$ cat config.mk
export PLATFORM = sky130hd
export DESIGN_NAME = lin_sync_meter
export DESIGN_NICKNAME = d
export VERILOG_FILES = /design/src/rtl/lin_sync_pkg.sv /design/src/rtl/lin_edge_det.sv /design/src/rtl/lin_break_det.sv /design/src/rtl/lin_interval_ctr.sv /design/src/rtl/lin_sync_meter.sv
export SDC_FILE = /design/constraint.sdc
export NUM_CORES = 1
export LEC_CHECK = 0
export BUFFER_PORTS_ARGS = -buffer_cell sky130_fd_sc_hd__buf_2
export CORE_ASPECT_RATIO = 0.6
export CORE_MARGIN = 1.5
export CORE_UTILIZATION = 45
export CTS_CLUSTER_SIZE = 40
export DETAILED_ROUTE_END_ITERATION = 12
export PLACE_DENSITY = 0.62
export SYNTH_ARGS = -nofsm -noshare
export SYNTH_HDL_FRONTEND = slang
export SYNTH_SLANG_ARGS = --single-unit
$ cat constraint.sdc
create_clock -name clk -period 4.71 [get_ports clk]
set_clock_uncertainty 0.05 [all_clocks]
set_input_delay 1.413 -clock clk [delete_from_list [all_inputs] [get_ports clk]]
set_output_delay 1.413 -clock clk [all_outputs]
set_load 0.05 [all_outputs]
$ cat src/rtl/lin_sync_pkg.sv
package lin_sync_pkg;
  typedef enum logic [1:0] {ST_HUNT, ST_ARMED, ST_MEAS} meas_st_e;
  localparam int unsigned SYNC_INTERVALS = 4;
  localparam int unsigned AVG_SHIFT      = 3;
  localparam int unsigned BREAK_BITS     = 13;
endpackage

$ cat src/rtl/lin_edge_det.sv
module lin_edge_det (
  input  logic clk,
  input  logic rst_n,
  input  logic rx_i,
  output logic fall_o,
  output logic rise_o
);
  logic rx_q;

  always_ff @(posedge clk or negedge rst_n) begin
    if (!rst_n) rx_q <= 1'b1;
    else        rx_q <= rx_i;
  end

  assign fall_o = rx_q & ~rx_i;
  assign rise_o = ~rx_q & rx_i;
endmodule

$ cat src/rtl/lin_break_det.sv
module lin_break_det #(
  parameter int unsigned CNT_W      = 16,
  parameter int unsigned BREAK_BITS = 13
) (
  input  logic             clk,
  input  logic             rst_n,
  input  logic             rx_i,
  input  logic             rise_i,
  input  logic [CNT_W-1:0] nom_i,
  output logic             brk_o
);
  localparam int unsigned LW = CNT_W + 4;

  logic [LW-1:0] low_cnt;
  logic [LW-1:0] limit;

  assign limit = LW'(nom_i) * LW'(BREAK_BITS);

  always_ff @(posedge clk or negedge rst_n) begin
    if (!rst_n) begin
      low_cnt <= '0;
      brk_o   <= 1'b0;
    end else begin
      if (!rx_i) begin
        if (low_cnt != {LW{1'b1}}) low_cnt <= low_cnt + 1'b1;
      end else begin
        low_cnt <= '0;
      end
      brk_o <= rise_i && (low_cnt >= limit);
    end
  end

  // a break strobe is never longer than one cycle
  a_r1_break_pulse: assert property (@(posedge clk) disable iff (!rst_n)
    brk_o |=> !brk_o);
endmodule

$ cat src/rtl/lin_interval_ctr.sv
module lin_interval_ctr #(
  parameter int unsigned CNT_W = 16
) (
  input  logic             clk,
  input  logic             rst_n,
  input  logic             restart_i,
  output logic [CNT_W-1:0] cnt_o,
  output logic             sat_o
);
  assign sat_o = (cnt_o == {CNT_W{1'b1}});

  always_ff @(posedge clk or negedge rst_n) begin
    if (!rst_n)         cnt_o <= '0;
    else if (restart_i) cnt_o <= CNT_W'(1);
    else if (!sat_o)    cnt_o <= cnt_o + 1'b1;
  end
endmodule

$ cat src/rtl/lin_sync_meter.sv
module lin_sync_meter #(
  parameter int unsigned CNT_W = 16
) (
  input  logic             clk,
  input  logic             rst_n,
  input  logic             rx_i,
  input  logic [CNT_W-1:0] nom_bit_i,
  output logic [CNT_W-1:0] bit_period_o,
  output logic             bit_valid_o,
  output logic             break_o,
  output logic             sync_err_o
);
  import lin_sync_pkg::*;

  localparam int unsigned SUM_W = CNT_W + $clog2(SYNC_INTERVALS);
  localparam int unsigned IDX_W = $clog2(SYNC_INTERVALS);

  meas_st_e         st;
  logic [IDX_W-1:0] idx;
  logic [CNT_W-1:0] first_iv;
  logic [SUM_W-1:0] sum;
  logic [SUM_W-1:0] total;
  logic             fall, rise, sat;
  logic [CNT_W-1:0] cnt;
  logic [CNT_W-1:0] diff;
  logic             out_of_tol;

  lin_edge_det u_edge (
    .clk(clk), .rst_n(rst_n), .rx_i(rx_i), .fall_o(fall), .rise_o(rise)
  );

  lin_break_det #(.CNT_W(CNT_W), .BREAK_BITS(BREAK_BITS)) u_brk (
    .clk(clk), .rst_n(rst_n), .rx_i(rx_i), .rise_i(rise),
    .nom_i(nom_bit_i), .brk_o(break_o)
  );

  lin_interval_ctr #(.CNT_W(CNT_W)) u_ctr (
    .clk(clk), .rst_n(rst_n), .restart_i(break_o | fall),
    .cnt_o(cnt), .sat_o(sat)
  );

  assign diff       = (cnt >= first_iv) ? (cnt - first_iv) : (first_iv - cnt);
  assign out_of_tol = diff > (first_iv >> 3);
  assign total      = sum + SUM_W'(cnt);

  always_ff @(posedge clk or negedge rst_n) begin
    if (!rst_n) begin
      st           <= ST_HUNT;
      idx          <= '0;
      first_iv     <= '0;
      sum          <= '0;
      bit_period_o <= '0;
      bit_valid_o  <= 1'b0;
      sync_err_o   <= 1'b0;
    end else begin
      bit_valid_o <= 1'b0;
      if (break_o) begin
        st         <= ST_ARMED;
        sync_err_o <= 1'b0;
      end else begin
        unique case (st)
          ST_HUNT: ;
          ST_ARMED: begin
            if (sat)       st <= ST_HUNT;
            else if (fall) begin
              st  <= ST_MEAS;
              idx <= '0;
            end
          end
          ST_MEAS: begin
            if (sat) st <= ST_HUNT;
            else if (fall) begin
              if (idx == '0) begin
                first_iv <= cnt;
                sum      <= SUM_W'(cnt);
                idx      <= idx + 1'b1;
              end else if (out_of_tol) begin
                sync_err_o <= 1'b1;
                st         <= ST_HUNT;
              end else if (idx == IDX_W'(SYNC_INTERVALS - 1)) begin
                bit_period_o <= CNT_W'(total >> AVG_SHIFT);
                bit_valid_o  <= 1'b1;
                st           <= ST_HUNT;
              end else begin
                sum <= total;
                idx <= idx + 1'b1;
              end
            end
          end
          default: st <= ST_HUNT;
        endcase
      end
    end
  end

  // valid strobe lasts one cycle
  a_r6_valid_pulse: assert property (@(posedge clk) disable iff (!rst_n)
    bit_valid_o |=> !bit_valid_o);
  // success and error never reported together
  a_r6_no_valid_with_err: assert property (@(posedge clk) disable iff (!rst_n)
    !(bit_valid_o && sync_err_o));
  // the period only moves alongside the valid strobe
  a_r7_period_hold: assert property (@(posedge clk) disable iff (!rst_n)
    !bit_valid_o |-> $stable(bit_period_o));
  // entering the armed state requires a break strobe
  a_r2_arm_by_break: assert property (@(posedge clk) disable iff (!rst_n)
    (st == ST_ARMED && $past(st) != ST_ARMED) |-> $past(break_o));
  // a saturated counter abandons the measurement
  a_r8_timeout: assert property (@(posedge clk) disable iff (!rst_n)
    (st != ST_HUNT && sat && !break_o) |=> st == ST_HUNT);
endmodule

After elaboration in Yosys (flattened, before gate mapping)
Cells that the tools add are included.
Storage, ports and cells
  flip-flop bits (word level): 93
  bits of input ports: 19
  output and inout bits: 19
  word-level logic and storage cells: 103
Operators by class
  add/subtract/negate cells: 6
  multipliers: 1
  magnitude comparators: 3
  equality and inequality tests: 21
  multiplexer cells: 38
  bitwise operators: 9
  reductions and logical operators: 14
Operators with widths (number)
  18-bit two-way mux: 3
  16-bit two-way mux: 3
  20-bit two-way mux: 2
  16-bit subtractor: 2
  2-bit two-way mux: 15
  20-bit by 1-bit adder with 20-bit output (second input constant): 1
  20-bit greater-or-equal comparator: 1
  16-bit by 4-bit multiplier with 20-bit output (second input constant): 1
  20-bit != test (second input constant): 1
  18-bit by 16-bit adder with 18-bit output: 1
  16-bit by 1-bit adder with 16-bit output (second input constant): 1
  16-bit == test (second input constant): 1
  16-bit greater-or-equal comparator: 1
  16-bit by 13-bit > comparator with 1-bit output: 1
  5-bit AND reduction: 3
  1-bit two-way mux: 13
  4-bit by 3-bit != test with 1-bit output (second input constant): 3
  2-bit by 1-bit != test with 1-bit output (second input constant): 5
  2-bit != test (second input constant): 5
  2-bit nonzero test: 5
  8-bit AND reduction: 1
  7-bit AND reduction: 1
  3-bit != test (second input constant): 2
  1-bit NOT: 6
  other kinds (11): 14

Depth between registers and ports, before layout
  word-level depth: 9
  depth in mapped cells: 25
  depth with buffers taken out: 23

Cells and area by module
Synthesis repeated with hierarchy kept, for this count alone.
Second synthesis, totals
  cell total of the unflattened synthesis: 1029
  area total of the unflattened synthesis: 9226.3 um2
Modules (own cells, without submodules)
  lin_sync_meter: times used 1, cells each 566, area each 5121.2 um2, seq. area each 1376.3 um2
  lin_break_det: times used 1, cells each 373, area each 3190.6 um2, seq. area each 525.5 um2
  lin_interval_ctr: times used 1, cells each 87, area each 873.3 um2, seq. area each 400.4 um2
  lin_edge_det: times used 1, cells each 3, area each 41.3 um2, seq. area each 26.3 um2

Worst setup path before layout
OpenSTA, ideal clock, no wires.
  path kind: input-to-reg
  from: in nom_bit_i[1]
  to: reg u_brk.brk_o
  data arrival time: 5.717 ns
  data required time: 4.540 ns
  setup slack: -1.177 ns
  stages on the path: 21
  path buffers: 0
  cells stage by stage: ha_1 > inv_1 > fa_1 > inv_1 > ha_1 > a21o_1 > a21o_1 > a21oi_1 > o21ai_1 > a2111oi_0 > nor3_1 > or4_1 > a21oi_1 > xor2_1 > ha_1 > a21o_1 > a211oi_1 > nand2_1 > nor3_1 > o211ai_1 > and3_1
On the way
  word-level cells in the longest chain between the ends: 3
Ends and longest elaborated chain
  start: declaration: RTL line lin_sync_meter.sv:7  | input logic [CNT_W-1:0] nom_bit_i,
  16-bit by 4-bit multiplier with 20-bit output: RTL line lin_break_det.sv:17  | assign limit = LW'(nom_i) * LW'(BREAK_BITS);
  20-bit greater-or-equal comparator: RTL line lin_break_det.sv:29  | brk_o <= rise_i && (low_cnt >= limit);
  1-bit logical AND: RTL line lin_break_det.sv:29
  end signal: assignment: RTL line lin_break_det.sv:29
  end: declaration: RTL line lin_break_det.sv:10  | output logic brk_o
No other way between the ends.
A chain may end at the register's enable or synchronous reset.

Final worst setup path
  from: in nom_bit_i[2]
  to: reg u_brk.brk_o
The elaborated chain is that of the path after synthesis.

==> flow_summary_export.csv <==
group,metric,value,unit
floorplan,ios,38,
global_routing,met2_usage,30.3,%
cells_and_area,multiInputGateArea,6010,sq um
placed_design,port_buffers,36,
cells_and_area,syn_to_final_growth,25.8,%
floorplan,row_count,39,
sta,fin_crit,5.58,ns
status,outcome,"finished with violations",
global_routing,use_met3,5.85,%
sta,rsz0062_at_grt,"yes",
cts,clk_path_buf_depth,2,
synth,synth_ff_type,"dfrtp_1",
detailed_routing,post_drt_wl_per_cell,16.1,microns
critical_path,path_cells,"buf_8, ha_4, inv_2, fa_1, inv_1, ha_1, a21o_1, a21o_1, a21oi_2, o21ai_2, a2111oi_4, nor3_2, or4_4, a21oi_2, xor2_1, ha_1, a21o_1, a211oi_2, nand2_2, nor3_2, o211ai_1, and3_1",
floorplan,dieWidth,183,microns
cts,cts_tree,"done",
power,max-vdd-ir-drop,241,uV
cts,hold_buffers,0,
synth,async_flop_share,100,%
sta,fmax,0.179,GHz
global_routing,busiest_layer,"met1",
global_routing,grt_overflow,0,
cells_and_area,nFillCells,1715,
critical_path,end_kind,"flip-flop",
cts,cts_sinks,93,
synth,netlist.area_leader.share,26.4,%
critical_path,crit_buf_inv,3,
sta,post-route-period-util,118,%
hold_path,hp-class,"flip-flop to flip-flop",
critical_path,worstPathArrival,5.76,ns
critical_path,max_stage_delay,0.50,ns
cells_and_area,final_cell_mix,"165 x buf_4, 119 x inv_1, 118 x ha_1",
critical_path,cpMostUsedCell,"a21o_1",
detailed_routing,via_count,7599,
sta,finalHoldViolations,0,
critical_path,required,4.90,ns
sta,postLayoutSetupSlackWorst,-0.865,ns
sta,worstMarginPinSlew,0.987,ns
cells_and_area,layoutNonFillerInstCount,1442,
synth,synth_seq_cells,93,
placed_design,hpwl,18700,microns
sta,finalMaxSlewViolations,0,
cells_and_area,drive_gt1_share,25.4,%
critical_path,crit_slowest_cell,"or4_4",
power,p_leak,5.69,nW
floorplan,die_y,111,microns
critical_path,crit_fanout,3,
synth,ys_types,69,
synth,yosys-top-cells-area,"dfrtp_1 26%, ha_1 17%, inv_1 5.3%",
critical_path,critical-path-top-delay-family,"compound AO/OA/AOI/OAI gates",
sta,setup_viol,39,
floorplan,initial_core_util,45.9,%
cells_and_area,fin_util,57.8,%
status,failed_checks,"negative setup slack",
synth,yosysTopAreaCell,"dfrtp_1",
cts,insertion_delay,0.35,ns
cells_and_area,num_antenna_cells,0,
floorplan,die-area,20200,sq um
detailed_routing,post-route-drc-count,0,
detailed_routing,drt_wl_total,23200,microns
synth,syn-num-nets,1152,
cells_and_area,regArea,2330,sq um
detailed_routing,ant_nets,0,
global_routing,grt_max_degree,77,
critical_path,cp-start-kind,"input pin",
sta,max_slew_margin,33.6,%
synth,synth_seq_area_share,26.7,%
flow_run,maxCapViolCount,0,
placed_design,dp.cells,1412,
global_routing,antenna_found_initial,0,
cts,h-tree-depth,3,
global_routing,grt_pass1_wl,37900,microns
global_routing,met1_usage,39.6,%
floorplan,core-area,19000,sq um
synth,synth-edff-count,0,
synth,syn_avg_cell_area,8.75,sq um
placed_design,preCtsSetupSlack,-1.43,ns
cells_and_area,layout.nets,1346,
cts,path_clk_slew,0.06,ns
cells_and_area,layout_commonest_cell,"buf_4",
synth,syn_inst,997,
synth,syn_area,8720,sq um
global_routing,grt_pass1_vias,7233,
placed_design,gp_congestion,0.883,
detailed_routing,via_per_inst,5.27,
cts,root_buffer,"clkbuf_16",
synth,yosys_warnings,0,
detailed_routing,drtPass1Iterations,5,
cts,numCtsBuffers,9,
detailed_routing,drt-initial-drc-count,609,
global_routing,grtUsageTotal,23.7,%
critical_path,criticalPathCategory,"input pin to flip-flop",
power,powerDensity,367,nW/um^2
stage by stage:
step / hold WS [ns] / setup TNS [ns] / instance area (sq um) / power, mW
2_1_floorplan: 0.428 / -0.846 / 8760 / 2.32
3_3_place_gp: 0.422 / -18.16 / 10300 / 3.06
3_5_place_dp: 0.426 / -21.64 / 10300 / 3.09
4_1_cts: 0.454 / -7.88 / 10900 / 3.96
5_1_grt: 0.460 / -18.56 / 11000 / 4.33
6_report: 0.454 / -9.87 / 11000 / 4.03
worst register-to-register path: cells and delay by family (launching register included):
kind	cells	cell delay, ns
AO/OA/AOI/OAI	10	1.68
adder cells (fa/ha/maj)	3	0.77
AND/OR/NAND/NOR	5	0.69
multiplexers	2	0.61
buffers and inverters	5	0.58
flip-flops	1	0.38
XOR/XNOR	1	0.12
cells by family (layout without fill, tap and decap cells):
family,Yosys count,after routing,synth area share [%]
AO/OA/AOI/OAI,211,211,15.7
XOR/XNOR,72,72,7.23
adder cells (fa/ha/maj),136,136,20.9
buffers and inverters,154,352,7.26
flip-flops,93,93,26.7
multiplexers,45,45,5.90
other,1,1,0.0430
AND/OR/NAND/NOR,285,286,16.3
routing by layer:
metal  wire, microns  part of all wire (%)
met1           12900                    55
met2            8550                    37
met3            1660                   7.2
met4             128                  0.55
met5               0                     0
layout make-up:
class,instances,area share (%)
clock buffers,13,2.37
clock inverters,3,0.183
inverters,125,4.28
multi-input cells,751,54.8
flip-flops and latches,93,21.2
well taps,246,2.81
repair buffers,211,14.3
worst paths after layout:
kind | from | slack [ns] | cells past startpoint | endpoint
max | nom_bit_i[2] | -0.87 | 22 | u_brk.brk_o
min | bit_period_o[5] | 0.45 | 1 | bit_period_o[5]
max reg2reg | u_ctr.cnt_o[0] | -0.29 | 26 | sum[11]
min reg2reg | bit_period_o[5] | 0.45 | 1 | bit_period_o[5]
max in group asynchronous | rst_n | 2.59 | 2 | bit_period_o[0]
min in group asynchronous | rst_n | 1.15 | 1 | first_iv[10]
state kept, by name, indices dropped and copies added (netlist names):
register	flops
bit_period_o	15
bit_valid_o	1
first_iv	16
idx	2
st	2
sum	18
sync_err_o	1
u_brk.brk_o	1
u_brk.low_cnt	20
u_ctr.cnt_o	16
u_edge.rx_q	1
power breakdown:
| part | total (mW) | internal [mW] | switching (mW) |
|---|---|---|---|
| combinational | 2.50 | 1.21 | 1.29 |
| clock | 0.689 | 0.386 | 0.303 |
| sequential | 0.839 | 0.821 | 0.0181 |
| total | 4.03 | 2.42 | 1.61 |
repair_timing:
action	in CTS	in global routing
buffers inserted	11	4
pin swaps	16	8
endpoints found under the setup margin	39	39
gates cloned	2	0
hold endpoints to repair	0	0
resized for setup	53	12
synthesized netlist by cell type, types with 4 or more instances:
cell type  count
xor2_1        27
nand4_1       14
a21o_1        21
o31a_1         4
nand3b_1       5
nand3_1       23
o211ai_1       8
ha_1         120
nor2b_1       11
a31oi_1        7
fa_1          16
mux2i_1       18
nor3b_1        6
mux2_2        13
xnor2_1       45
dfrtp_1       92
inv_1        123
nor2_1        71
o31ai_1        6
o21ai_0       56
and2_1         6
o21a_1        10
nand2_1       78
a21oi_1       55
or3_1         13
clkbuf_1      13
mux2_4         8
nand2b_1      10
nor3_1        18
and3_1        13
a221oi_1       4
o21bai_1       6
a211oi_1       4
buf_2         10
or2_2          5
mux2_1         6
(Power assumes the default switching activity.)
